[src/rtl/lazy_evict_sel.sv]
module lazy_evict_sel #(
  parameter int N = 8,
  localparam int IW = (N > 1) ? $clog2(N) : 1,
  localparam int CW = $clog2(N + 1)
) (
  input  logic          clk,
  input  logic          rst_n,
  input  logic          hit_i,
  input  logic [IW-1:0] hit_idx_i,
  input  logic          vic_req_i,
  input  logic          ins_i,
  input  logic [IW-1:0] ins_idx_i,
  output logic          vic_valid_o,
  output logic [IW-1:0] vic_idx_o
);
  typedef enum logic [1:0] {S_IDLE, S_SEEK, S_FOUND} st_t;

  st_t           st;
  logic [IW-1:0] q [N];
  logic [N-1:0]  val, vis;
  logic [CW-1:0] cnt;
  logic [IW-1:0] hand, vidx, free_idx, hslot, hand_adv;
  logic          from_free, any_free, hvis, hand_at_head, step_en;

  assign any_free     = ~&val;
  assign hslot        = q[hand];
  assign hvis         = vis[hslot];
  assign hand_at_head = (CW'(hand) == cnt - CW'(1));
  assign hand_adv     = hand_at_head ? '0 : hand + 1'b1;
  assign step_en      = (st == S_SEEK) ||
                        (st == S_IDLE && vic_req_i && !ins_i && !any_free);
  assign vic_valid_o  = (st == S_FOUND);
  assign vic_idx_o    = vidx;

  always_comb begin
    free_idx = '0;
    for (int i = N - 1; i >= 0; i--)
      if (!val[i]) free_idx = IW'(i);
  end

  always_ff @(posedge clk) begin
    if (!rst_n) begin
      st        <= S_IDLE;
      val       <= '0;
      vis       <= '0;
      cnt       <= '0;
      hand      <= '0;
      vidx      <= '0;
      from_free <= 1'b0;
      for (int i = 0; i < N; i++) q[i] <= '0;
    end else begin
      if (hit_i) vis[hit_idx_i] <= 1'b1;

      if (step_en) begin
        if (!hvis) begin
          vidx      <= hslot;
          from_free <= 1'b0;
          st        <= S_FOUND;
        end else begin
          vis[hslot] <= 1'b0;
          hand       <= hand_adv;
          st         <= S_SEEK;
        end
      end

      case (st)
        S_IDLE: begin
          if (ins_i) begin
            q[IW'(cnt)]    <= ins_idx_i;
            cnt            <= cnt + 1'b1;
            val[ins_idx_i] <= 1'b1;
            vis[ins_idx_i] <= 1'b0;
          end else if (vic_req_i && any_free) begin
            vidx      <= free_idx;
            from_free <= 1'b1;
            st        <= S_FOUND;
          end
        end
        S_FOUND: begin
          if (ins_i) begin
            if (from_free) begin
              q[IW'(cnt)] <= ins_idx_i;
              cnt         <= cnt + 1'b1;
            end else begin
              for (int i = 0; i < N - 1; i++)
                if (i >= int'(hand) && i + 1 < int'(cnt)) q[i] <= q[i+1];
              q[IW'(cnt - CW'(1))] <= ins_idx_i;
              if (hand_at_head) hand <= '0;
            end
            val[ins_idx_i] <= 1'b1;
            vis[ins_idx_i] <= 1'b0;
            st             <= S_IDLE;
          end
        end
        default: ;
      endcase
    end
  end

  logic [CW:0] seek_len;
  always_ff @(posedge clk) begin
    if (!rst_n)       seek_len <= '0;
    else if (step_en && hvis) seek_len <= seek_len + 1'b1;
    else              seek_len <= '0;
  end

  a_r6_bounded_sweep: assert property (@(posedge clk) disable iff (!rst_n)
    int'(seek_len) <= N);

  a_r7_victim_held: assert property (@(posedge clk) disable iff (!rst_n)
    (vic_valid_o && !ins_i) |=> (vic_valid_o && $stable(vic_idx_o)));

  a_r3_hit_keeps_pointer: assert property (@(posedge clk) disable iff (!rst_n)
    (st == S_IDLE && !vic_req_i && !ins_i) |=> ($stable(hand) && $stable(cnt)));

  a_r4_count_matches_live: assert property (@(posedge clk) disable iff (!rst_n)
    $countones(val) == int'(cnt));

  a_r5_victim_untouched: assert property (@(posedge clk) disable iff (!rst_n)
    $rose(vic_valid_o) |-> (!val[vidx] || !vis[vidx]));

  a_r2_free_keeps_pointer: assert property (@(posedge clk) disable iff (!rst_n)
    (st == S_IDLE && vic_req_i && !ins_i && any_free) |=> $stable(hand));
endmodule

[config.mk]
export PLATFORM = sky130hd
export DESIGN_NAME = lazy_evict_sel
export DESIGN_NICKNAME = d
export VERILOG_FILES = /design/src/rtl/lazy_evict_sel.sv
export SDC_FILE = /design/constraint.sdc
export NUM_CORES = 1
export LEC_CHECK = 0
export BUFFER_PORTS_ARGS = -buffer_cell sky130_fd_sc_hd__buf_2
export CAP_MARGIN = 10
export CELL_PAD_IN_SITES_DETAIL_PLACEMENT = 1
export CELL_PAD_IN_SITES_GLOBAL_PLACEMENT = 2
export CORE_UTILIZATION = 41
export CTS_BUF_LIST = sky130_fd_sc_hd__clkbuf_8
export CTS_CLUSTER_SIZE = 14
export DETAILED_ROUTE_END_ITERATION = 8
export PLACE_DENSITY_LB_ADDON = 0.1
export SKIP_CTS_REPAIR_TIMING = 1
export SLEW_MARGIN = 20
export SYNTH_ARGS = -nofsm -noshare
export SYNTH_HDL_FRONTEND = slang
export SYNTH_SLANG_ARGS = --single-unit
[constraint.sdc]
create_clock -name clk -period 3.55 [get_ports clk]
set_input_delay 0.71 -clock clk [delete_from_list [all_inputs] [get_ports clk]]
set_output_delay 0.71 -clock clk [all_outputs]
set_load 0.01 [all_outputs]
Word-level counts from Yosys, hierarchy flattened
Memories as Yosys holds them, arrays and structs flattened. A register that Yosys moved wholly into a read port is not among the register bits.
Index checks and enable logic that the tools add are counted.

word-level totals
  register bits = 29
  bits in writable memories = 24
  output and inout port bits = 4
  memories kept = 1

operators by class
  add/sub/neg operators = 3
  $lt $le $gt $ge = 20
  eq/ne operators = 6
  multiplexer cells = 122
  bitwise logic cells = 14
  reduce and logical (&&, ||, !) cells = 25

memories
  name  words  bits a word  read ports  clocked after memory_dff  wr ports  line  RTL
  q     8      3            8           1                         8         19    logic [IW-1:0] q [N];

operators with widths
  operator               number
  $mux W3                33
  $mux W1                68
  $mux W8                7
  $and A8 B8 Y8          2
  $lt A3 B4 Y1 const A   4
  $not A8 Y8             2
  $or A8 B8 Y8           2
  $logic_and A1 B1 Y1    14
  $lt A3 B4 Y1 const B   3
  $mux W4                3
  $mux W2                5
  $demux W1 S3           3
  $ge A3 B1 Y1 const B   3
  $ge A3 B3 Y1 const A   3
  $lt A2 B4 Y1 const A   2
  $or A1 B1 Y1           8
  $pmux W4 S2            1
  $reduce_and A8 Y1      1
  $ge A1 B3 Y1 const A   2
  $ge A2 B3 Y1 const A   2
  $reduce_or A3 Y1       2
  $add A4 B1 Y4 const B  1
  $eq A3 B4 Y1           1
  $lt A1 B4 Y1 const A   1
  other kinds (15)       17

Depth between registers and ports, before layout
Gate-level depths: netlist of the first run.

  word-level depth = 14
  depth in mapped cells = 8
  mapped depth without buffers = 8

Worst setup path after synthesis of the first run
Ideal clock, no wire load.

  path type = in2reg
  start point = input ins_i
  end point = memory q[2][0] (netlist bit), enable pin
  setup time = 267 ps
  arrival = 2250 ps
  required time = 3283 ps
  path slack = 1032 ps
  stages on the path = 7
  path buffers = 1
  path through = nor2b_1 > and2_1 > clkbuf_1 > and3_1 > xnor2_1 > nor2_1 > or3_1

RTL lines
  item         line  RTL
  from (decl)  11    input logic ins_i,
  to (decl)    19

==> results of run 1 <==
==> worst min-delay path by stage <==
| stage | start | end | depth (start not counted) |
|---|---|---|---|
| after global placement | val[5] | val[5] | 2 |
| after floorplan | val[5] | val[5] | 2 |
| after detailed placement | val[7] | val[7] | 2 |
| after CTS | val[7] | val[7] | 2 |
| final | val[7] | val[7] | 2 |
| after global routing | val[7] | val[7] | 2 |
==> power by group through the flow <==
stage / Combinational, mW / Clock, mW / Sequential, mW
after floorplan: 0.142 / 0 / 0.683
after global placement: 0.188 / 0 / 0.696
after detailed placement: 0.191 / 0 / 0.695
after CTS: 0.192 / 0.427 / 0.682
after global routing: 0.210 / 0.443 / 0.685
final: 0.191 / 0.415 / 0.682
==> routing by layer <==
layer  GRT usage  vias to the layer above  wire (um)
li1            -                     1245          -
met1      0.3559                     1273       4490
met2      0.3422                       76       3955
met3     0.03807                        9        524
met4     0.04570                        0        108
met5           0                        -          0
==> registers in the layout (all words and copies together), names as in the netlist <==
register   cells
st             2
hand           3
cnt            4
val            8
vic_idx_o      3
from_free      1
q             24
vis            8
==> cell usage after synthesis, types with 2 or more instances <==
cell,number,area [um^2]
o21ai_0,11,55.05
and3_1,3,18.77
a2111oi_0,8,70.07
clkbuf_1,10,37.54
mux2_4,2,30.03
or3_1,4,25.02
nand2_1,31,116.4
a211oi_1,4,30.03
nand2b_1,3,18.77
ha_1,7,87.58
dfxtp_1,32,640.6
o211ai_1,5,37.54
xor2_1,3,26.28
nand4_1,5,31.28
nor2_1,52,195.2
a211o_1,3,26.28
mux2_2,10,112.6
buf_2,2,10.01
a31oi_1,5,31.28
nand3b_1,3,22.52
inv_1,14,52.55
a41oi_1,2,17.52
nor2b_1,7,43.79
mux4_1,2,52.55
xnor2_1,5,43.79
nor3_1,13,65.06
o31ai_1,3,22.52
edfxtp_1,21,630.6
nand3_1,2,10.01
a21oi_1,10,50.05
and2_1,7,43.79
mux2i_1,20,200.2
mux4_2,4,90.09
==> layout by cell type (no fill, tap or decap), types with 7 or more instances in the layout <==
master     count
a2111oi_0      8
nor3_1        13
buf_2         14
edfxtp_1      21
mux2i_1       20
o21ai_0       11
and2_1         7
mux2_2        10
nand2_1       31
inv_1         15
ha_1           7
nor2b_1        7
dfxtp_1       32
a21oi_1       10
nor2_1        52
==> critical path, cell delays in order (launching register included) <==
cell and delay [ns]:
dfxtp_1 0.45, buf_4 0.24, mux4_1 0.43, mux2i_4 0.33
mux2_4 0.35, a2bb2oi_4 0.20, nand3_4 0.14, nor2_2 0.07
a2111oi_0 0.47
==> logic make-up after synthesis <==
family                     share of synthesized area
muxes                                         0.1592
adders and majority gates                    0.02745
DFF                                           0.3984
and+or+nand+nor                               0.2063
xor gates and xnor gates                     0.02196
buffers and inverters                        0.03490
AOI/OAI and AO/OA                             0.1518
==> layout make-up <==
| class | count | area [um^2] | area share |
|---|---|---|---|
| Clock inverter | 3 | 37.54 | 0.01087 |
| Tap cell | 99 | 123.9 | 0.03586 |
| Inverter | 14 | 52.55 | 0.01521 |
| Timing Repair Buffer | 17 | 92.59 | 0.02680 |
| Sequential cell | 53 | 1271 | 0.3680 |
| Multi-Input combinational cell | 255 | 1808 | 0.5234 |
| Clock buffer | 5 | 68.82 | 0.01992 |
==> results.py, run 1 <==
metrics = {
    "status": {
        "status": "finished clean",
    },
    "final_layout": {
        "stdcell_count": 446,
        "fin_area_um2": 3455,
        "final_core_util": 0.4688,
        "synthToLayoutAreaGrowth_pct": 8.274,
        "drive_above_1_share": 0.1441,
        "num-nets-final": 364,
        "n_antenna_cell": 0,
        "fill_cells": 881,
    },
    "grt": {
        "antenna_found_initial": 0,
        "grt_pass1_vias": 2555,
        "grt_max_degree": 31,
        "grt_usage": 0.2323,
        "grt_pass1_wl_um": 14660,
        "overflow": 0,
    },
    "clock_tree": {
        "path_clk_slew_ns": 0.10,
        "clockBufferDepth": 2,
        "tritoncts": "yes",
        "clock-sinks": 53,
        "insertion_delay_ns": 0.31,
        "numCtsBuffers": 5,
        "root_buffer": "clkbuf_8",
        "cts_max_level": 2,
    },
    "timing": {
        "setup_viol": 0,
        "worstMarginPinSlew_ns": 0.7476,
        "relSlewSlack": 0.5009,
        "clock_skew_ns": 0.006170,
        "holdWs_ns": 0.5071,
        "fmax_mhz": 352.8,
        "hold_viol_final": 0,
        "slew_viol_final": 0,
        "final.setup.tns_ns": 0,
        "finalCritPeriodShare": 0.7984,
        "setup_ws_ns": 0.7158,
        "period_needed_ns": 2.834,
        "rsz0062_at_grt": "no",
    },
    "die": {
        "io_pins": 15,
        "core_area_um2": 7370,
        "rows": 31,
        "start_util": 0.4329,
        "die_w_um": 90.22,
        "die_area_um2": 8139,
        "die_y_um": 90.22,
    },
    "setup_path": {
        "crit_type": "flip-flop to flip-flop",
        "crit_fanout": 8,
        "arrival_ns": 3.00,
        "timing.rr.start": "hand[0]",
        "timing.rr.end": "vis[0]",
        "worstSetupStartpointType": "flip-flop",
        "critPathCaptureType": "flip-flop",
        "rr_worst_depth": 8,
        "cp-endpoint": "vis[0]",
        "crit_path_start": "hand[0]",
        "reg2reg_setup_slack_ns": 0.72,
        "cp.required_ns": 3.72,
    },
    "place": {
        "io_buffers": 14,
        "routabilityCongestion": 0.8391,
        "dpl.cell_count": 438,
        "dp_hpwl_um": 6945,
        "dp_slack_ns": 0.6569,
        "dpl_cell_area_um2": 3348,
    },
    "pwr": {
        "peakVddDrop_uv": 147.1,
        "p_total_mw": 1.288,
        "power_density_nw_per_um2": 372.8,
        "p_sw_mw": 0.3519,
        "power.share.clock": 0.322,
        "pwr-share-comb": 0.148,
        "swShare": 0.2733,
        "p_leak_nw": 1.233,
        "p_seq_frac": 0.530,
        "internal-power_mw": 0.9360,
    },
    "detailed_routing": {
        "firstDrtPassIters": 4,
        "ant_nets": 0,
        "drc": 0,
        "wl_um": 9079,
        "vias": 2603,
        "wl_per_cell_um": 20.36,
        "first_iter_violations": 178,
        "viasPerCell": 5.836,
    },
    "logic_synthesis": {
        "netlist_area_um2": 3191,
        "ys_seq_area_frac": 0.3984,
        "ys_ff_latch": 53,
        "syn_avg_cell_area_um2": 9.524,
        "synthFlopType": "dfxtp_1",
        "netlist_instances": 335,
        "synth-async-reset-ratio": 0,
        "synth_fp_nets": 353,
        "yosysWarnings": 0,
        "ys_types": 55,
        "synth_edf_count": 21,
    },
    "job": {
        "maxCapViolCount": 0,
    },
    "hold_path": {
        "hp-class": "flip-flop to flip-flop",
    },
}
Power figures use the tool's default switching activity.
==> run 2, diff against run 1 <==
- CORE_UTILIZATION: 41 -> 37
- clock period: 3.55 -> 2.3 ns (I/O delays scaled with it)
==> run 2 against run 1 <==
- fmax increased by 16%
- largest power group unchanged
- clock power increased by 36%
- global-route usage decreased by 0.83 points
- first-iteration DRC count fell by 57%
- worst hold slack worse by 0.030 ns
- via count increased by 4.0%
- count of clock-buffer cells in the layout is the same
- wire length grew 5.7%
- the run now ends with setup timing left
- combinational power increased by 120%
- design area grew 15%
- highest routed layer unchanged
- largest cell class unchanged
- sequential cell count stayed put
==> results.py, run 2 (same netlist as run 1, synthesis figures left out) <==
metrics = {
    "grt": {
        "met3_usage": 0.02657,
        "grt_util_met1": 0.3216,
        "top_usage_layer": "met2",
        "grt_max_degree": 31,
        "grt_usage": 0.2241,
        "grtUsageMet2": 0.3645,
        "antenna_found_initial": 0,
        "overflow": 0,
        "grt_pass1_vias": 2738,
        "grt_pass1_wl_um": 14910,
    },
    "clock_tree": {
        "root_buffer": "clkbuf_8",
        "clock-sinks": 53,
        "cts_max_level": 2,
        "numCtsBuffers": 5,
        "tritoncts": "yes",
        "insertion_delay_ns": 0.32,
        "clockBufferDepth": 2,
        "path_clk_slew_ns": 0.12,
    },
    "final_layout": {
        "n_antenna_cell": 0,
        "top_regs": "q (24), val (8), vis (8)",
        "synthToLayoutAreaGrowth_pct": 24.67,
        "seqCellArea_um2": 1276,
        "stdcell_count": 502,
        "largest_reg_flops": 24,
        "final_core_util": 0.4793,
        "fill_cells": 967,
        "num-nets-final": 414,
        "final_common_cell": "nor2_1",
        "top_register": "q",
        "drive_above_1_share": 0.2997,
        "layout_common_cells": "nor2_1, buf_4, nand2_1, dfxtp_1, edfxtp_1",
        "multiInputGateArea_um2": 1936,
    },
    "die": {
        "core_area_um2": 8299,
        "rows": 33,
        "io_pins": 15,
        "die_y_um": 94.86,
        "start_util": 0.3844,
        "die_w_um": 94.86,
        "die_area_um2": 8998,
    },
    "detailed_routing": {
        "viasPerCell": 5.394,
        "wl_um": 9600,
        "first_iter_violations": 76,
        "drc": 0,
        "wl_per_cell_um": 19.12,
        "firstDrtPassIters": 4,
        "vias": 2708,
        "ant_nets": 0,
    },
    "timing": {
        "period_needed_ns": 2.441,
        "setup_viol": 16,
        "rsz0062_at_grt": "yes",
        "fmax_mhz": 409.7,
        "holdWs_ns": 0.4766,
        "setup_ws_ns": -0.1409,
        "worstMarginPinSlew_ns": 0.6271,
        "hold_viol_final": 0,
        "finalCritPeriodShare": 1.061,
        "relSlewSlack": 0.5787,
        "clock_skew_ns": 0.01436,
        "slew_viol_final": 0,
    },
    "setup_path": {
        "crit_fanout": 6,
        "crit_family": "multiplexers",
        "worstPathCellList": "mux4_2 > mux2i_4 > mux2_4 > a2bb2oi_4 > a21oi_4 > and2b_1 > o21a_1",
        "worstSetupStartpointType": "flip-flop",
        "slowest_delay_ns": 0.55,
        "crit_type": "flip-flop to flip-flop",
        "critPathBufInv": 0,
        "cp.required_ns": 2.51,
        "arrival_ns": 2.65,
        "crit_cells": 7,
        "critPathCaptureType": "flip-flop",
        "critPathSlowestCell": "mux4_2",
        "rr_worst_depth": 7,
    },
    "place": {
        "routabilityCongestion": 0.7932,
        "dpl.cell_count": 491,
        "io_buffers": 14,
        "dp_hpwl_um": 7550,
    },
    "hold_path": {
        "hp-class": "primary input to flip-flop",
        "hold_path_depth": 2,
    },
    "status": {
        "status": "finished, violations left",
        "violations": "setup timing",
    },
    "pwr": {
        "p_leak_nw": 1.495,
        "p_total_mw": 2.021,
        "power_density_nw_per_um2": 508.2,
        "peakVddDrop_uv": 223.7,
    },
    "job": {
        "maxCapViolCount": 0,
    },
}
-- run 2: final timing paths --
kind / start / endpoint / slack (ns)
worst max register to register: q[3][1] / from_free / -0.14
worst max-delay path: q[3][1] / from_free / -0.14
worst min-delay path: ins_idx_i[1] / q[7][1] / 0.48
worst min register to register: val[7] / val[7] / 0.52
-- run 2: worst register-to-register path: stages, from the launching register on --
cell and delay [ns]:
edfxtp_1 0.42, mux4_2 0.55, mux2i_4 0.22, mux2_4 0.33, a2bb2oi_4 0.17, a21oi_4 0.26, and2b_1 0.21, o21a_1 0.16
-- run 2: layer usage --
| layer | vias to the layer above | share of wire |
|---|---|---|
| li1 | 1339 | - |
| met1 | 1333 | 0.50 |
| met5 | - | 0 |
| met3 | 5 | 0.024 |
| met2 | 31 | 0.47 |
| met4 | 0 | 0.0043 |
-- run 2: layout make-up --
type                            count  area share
Clock inverter                      3    0.005348
Multi-Input combinational cell    255      0.4866
Clock buffer                        5     0.01730
Sequential cell                    53      0.3209
Timing Repair Buffer               67      0.1236
Inverter                           14     0.01321
Tap cell                          105     0.03303
-- run 2: stage by stage --
| stage | area (um^2) | TNS, ns | setup slack, ns |
|---|---|---|---|
| 2_1_floorplan | 3193 | -0.6202 | -0.1434 |
| 3_3_place_gp | 3724 | -0.7367 | -0.09266 |
| 3_5_place_dp | 3724 | -1.859 | -0.1632 |
| 4_1_cts | 3814 | -1.781 | -0.1781 |
| 5_1_grt | 3978 | -1.983 | -0.2076 |
| 6_report | 3978 | -0.7901 | -0.1409 |
-- run 2: power by group --
| group | internal [mW] | leakage, nW | switching [mW] |
|---|---|---|---|
| logic | 0.184 | 0.975 | 0.231 |
| registers | 1.01 | 0.479 | 0.0270 |
| clock network | 0.217 | 0.0407 | 0.349 |
==> run 3, diff against run 2 <==
- BUFFER_PORTS_ARGS: -buffer_cell sky130_fd_sc_hd__buf_2 -> -buffer_cell sky130_fd_sc_hd__clkbuf_2
==> run 3 against run 2 <==
- the flow still finishes with violations (setup timing)
- power down 0.77%
- worst hold slack worse by 0.0029 ns
- register-to-register slack about the same
- die area unchanged
- largest power group unchanged
- clock power down 5.1%
==> results.py, run 3 (same netlist as run 1, synthesis figures left out) <==
metrics = {
    "timing": {
        "hold_viol_final": 0,
        "worstMarginPinSlew_ns": 0.6045,
        "setup_ws_ns": -0.1268,
        "fmax_mhz": 412.1,
        "slew_viol_final": 0,
        "clock_skew_ns": 0.009261,
        "rsz0062_at_grt": "yes",
        "relSlewSlack": 0.5939,
        "period_needed_ns": 2.427,
        "setup_viol": 15,
        "finalCritPeriodShare": 1.055,
    },
    "setup_path": {
        "crit_family": "multiplexers",
        "critPathCaptureType": "flip-flop",
        "cp.required_ns": 2.51,
        "critPathSlowestCell": "mux4_2",
        "worstSetupStartpointType": "flip-flop",
        "critPathBufInv": 2,
        "crit_type": "flip-flop to flip-flop",
        "worstPathCellList": "mux4_2 > mux2_4 > mux2i_1 > a22oi_2 > buf_6 > a21oi_4 > buf_4 > a2111oi_2",
        "slowest_delay_ns": 0.51,
        "crit_fanout": 6,
        "arrival_ns": 2.64,
    },
    "final_layout": {
        "top_regs": "q (24), val (8), vis (8)",
        "drive_above_1_share": 0.2965,
        "final_core_util": 0.4809,
        "largest_reg_flops": 24,
        "final_common_cell": "nor2_1",
        "layout_common_cells": "nor2_1, buf_4, dfxtp_1, nand2_1, edfxtp_1",
        "num-nets-final": 415,
        "synthToLayoutAreaGrowth_pct": 25.10,
        "n_antenna_cell": 0,
        "top_register": "q",
        "stdcell_count": 503,
    },
    "detailed_routing": {
        "wl_per_cell_um": 18.93,
        "vias": 2735,
        "first_iter_violations": 77,
        "firstDrtPassIters": 4,
        "viasPerCell": 5.437,
        "wl_um": 9521,
        "ant_nets": 0,
        "drc": 0,
    },
    "clock_tree": {
        "path_clk_slew_ns": 0.10,
        "clockBufferDepth": 2,
        "numCtsBuffers": 5,
        "cts_max_level": 2,
        "root_buffer": "clkbuf_8",
        "clock-sinks": 53,
        "insertion_delay_ns": 0.31,
        "tritoncts": "yes",
    },
    "pwr": {
        "power_density_nw_per_um2": 502.5,
        "peakVddDrop_uv": 217.6,
        "p_total_mw": 2.006,
        "p_leak_nw": 1.515,
    },
    "grt": {
        "grt_max_degree": 31,
        "overflow": 0,
        "antenna_found_initial": 0,
        "grt_pass1_wl_um": 14840,
        "grt_pass1_vias": 2753,
        "grt_usage": 0.2227,
    },
    "die": {
        "core_area_um2": 8299,
        "start_util": 0.3844,
        "rows": 33,
        "die_w_um": 94.86,
        "die_y_um": 94.86,
        "io_pins": 15,
        "die_area_um2": 8998,
    },
    "hold_path": {
        "hp-class": "primary input to flip-flop",
    },
    "status": {
        "status": "finished, violations left",
        "violations": "setup timing",
    },
    "place": {
        "io_buffers": 14,
        "routabilityCongestion": 0.8019,
        "dpl.cell_count": 492,
        "dp_hpwl_um": 7460,
    },
    "job": {
        "maxCapViolCount": 0,
    },
}
## run 3: path summary, 6_finish.rpt
check | end | start | cells after the start | slack, ns
min | q[7][1] | ins_idx_i[1] | 2 | 0.47
max reg2reg | vic_idx_o[1] | hand[0] | 8 | -0.13
max | vic_idx_o[1] | hand[0] | 8 | -0.13
min reg2reg | val[4] | val[4] | 2 | 0.51
## run 3: final cells by class
cell class | instances | area (um^2)
multi-input combinational | 255 | 1953
sequential | 53 | 1276
timing repair buffer | 68 | 494.2
fill | 974 | 4308
tap | 105 | 131.4
inverter | 14 | 52.55
clock inverter | 3 | 15.01
clock buffer | 5 | 68.82
## run 3: per-stage QoR
| step | setup TNS [ns] | hold slack (ns) | cell area (um^2) | setup slack (ns) |
|---|---|---|---|---|
| after floorplan | -0.6202 | 0.4485 | 3193 | -0.1434 |
| after global placement | -0.6895 | 0.4884 | 3719 | -0.07769 |
| after detailed placement | -2.221 | 0.4992 | 3719 | -0.2064 |
| after CTS | -2.211 | 0.4741 | 3802 | -0.2069 |
| after global routing | -2.599 | 0.4841 | 3991 | -0.2187 |
| final | -1.206 | 0.4737 | 3991 | -0.1268 |
## run 3: per-layer routing
layer,track usage,part of all wire,wire length (um)
met1,0.3110,0.50,4751
met2,0.3687,0.48,4571
met3,0.02899,0.013,128
met4,0.04167,0.0072,69
met5,0,0,0
## run 3: worst reg2reg max path, delay by kind of cell, from the launching register on
family / cells / cell delay, ns
muxes: 3 / 0.98
DFF: 1 / 0.42
AOI/OAI and AO/OA: 3 / 0.62
buffers and inverters: 2 / 0.32
## run 3: where the power goes
part	total [mW]	switching (mW)	internal [mW]
Sequential	1.04	0.0263	1.01
Clock	0.536	0.328	0.208
Combinational	0.429	0.236	0.193
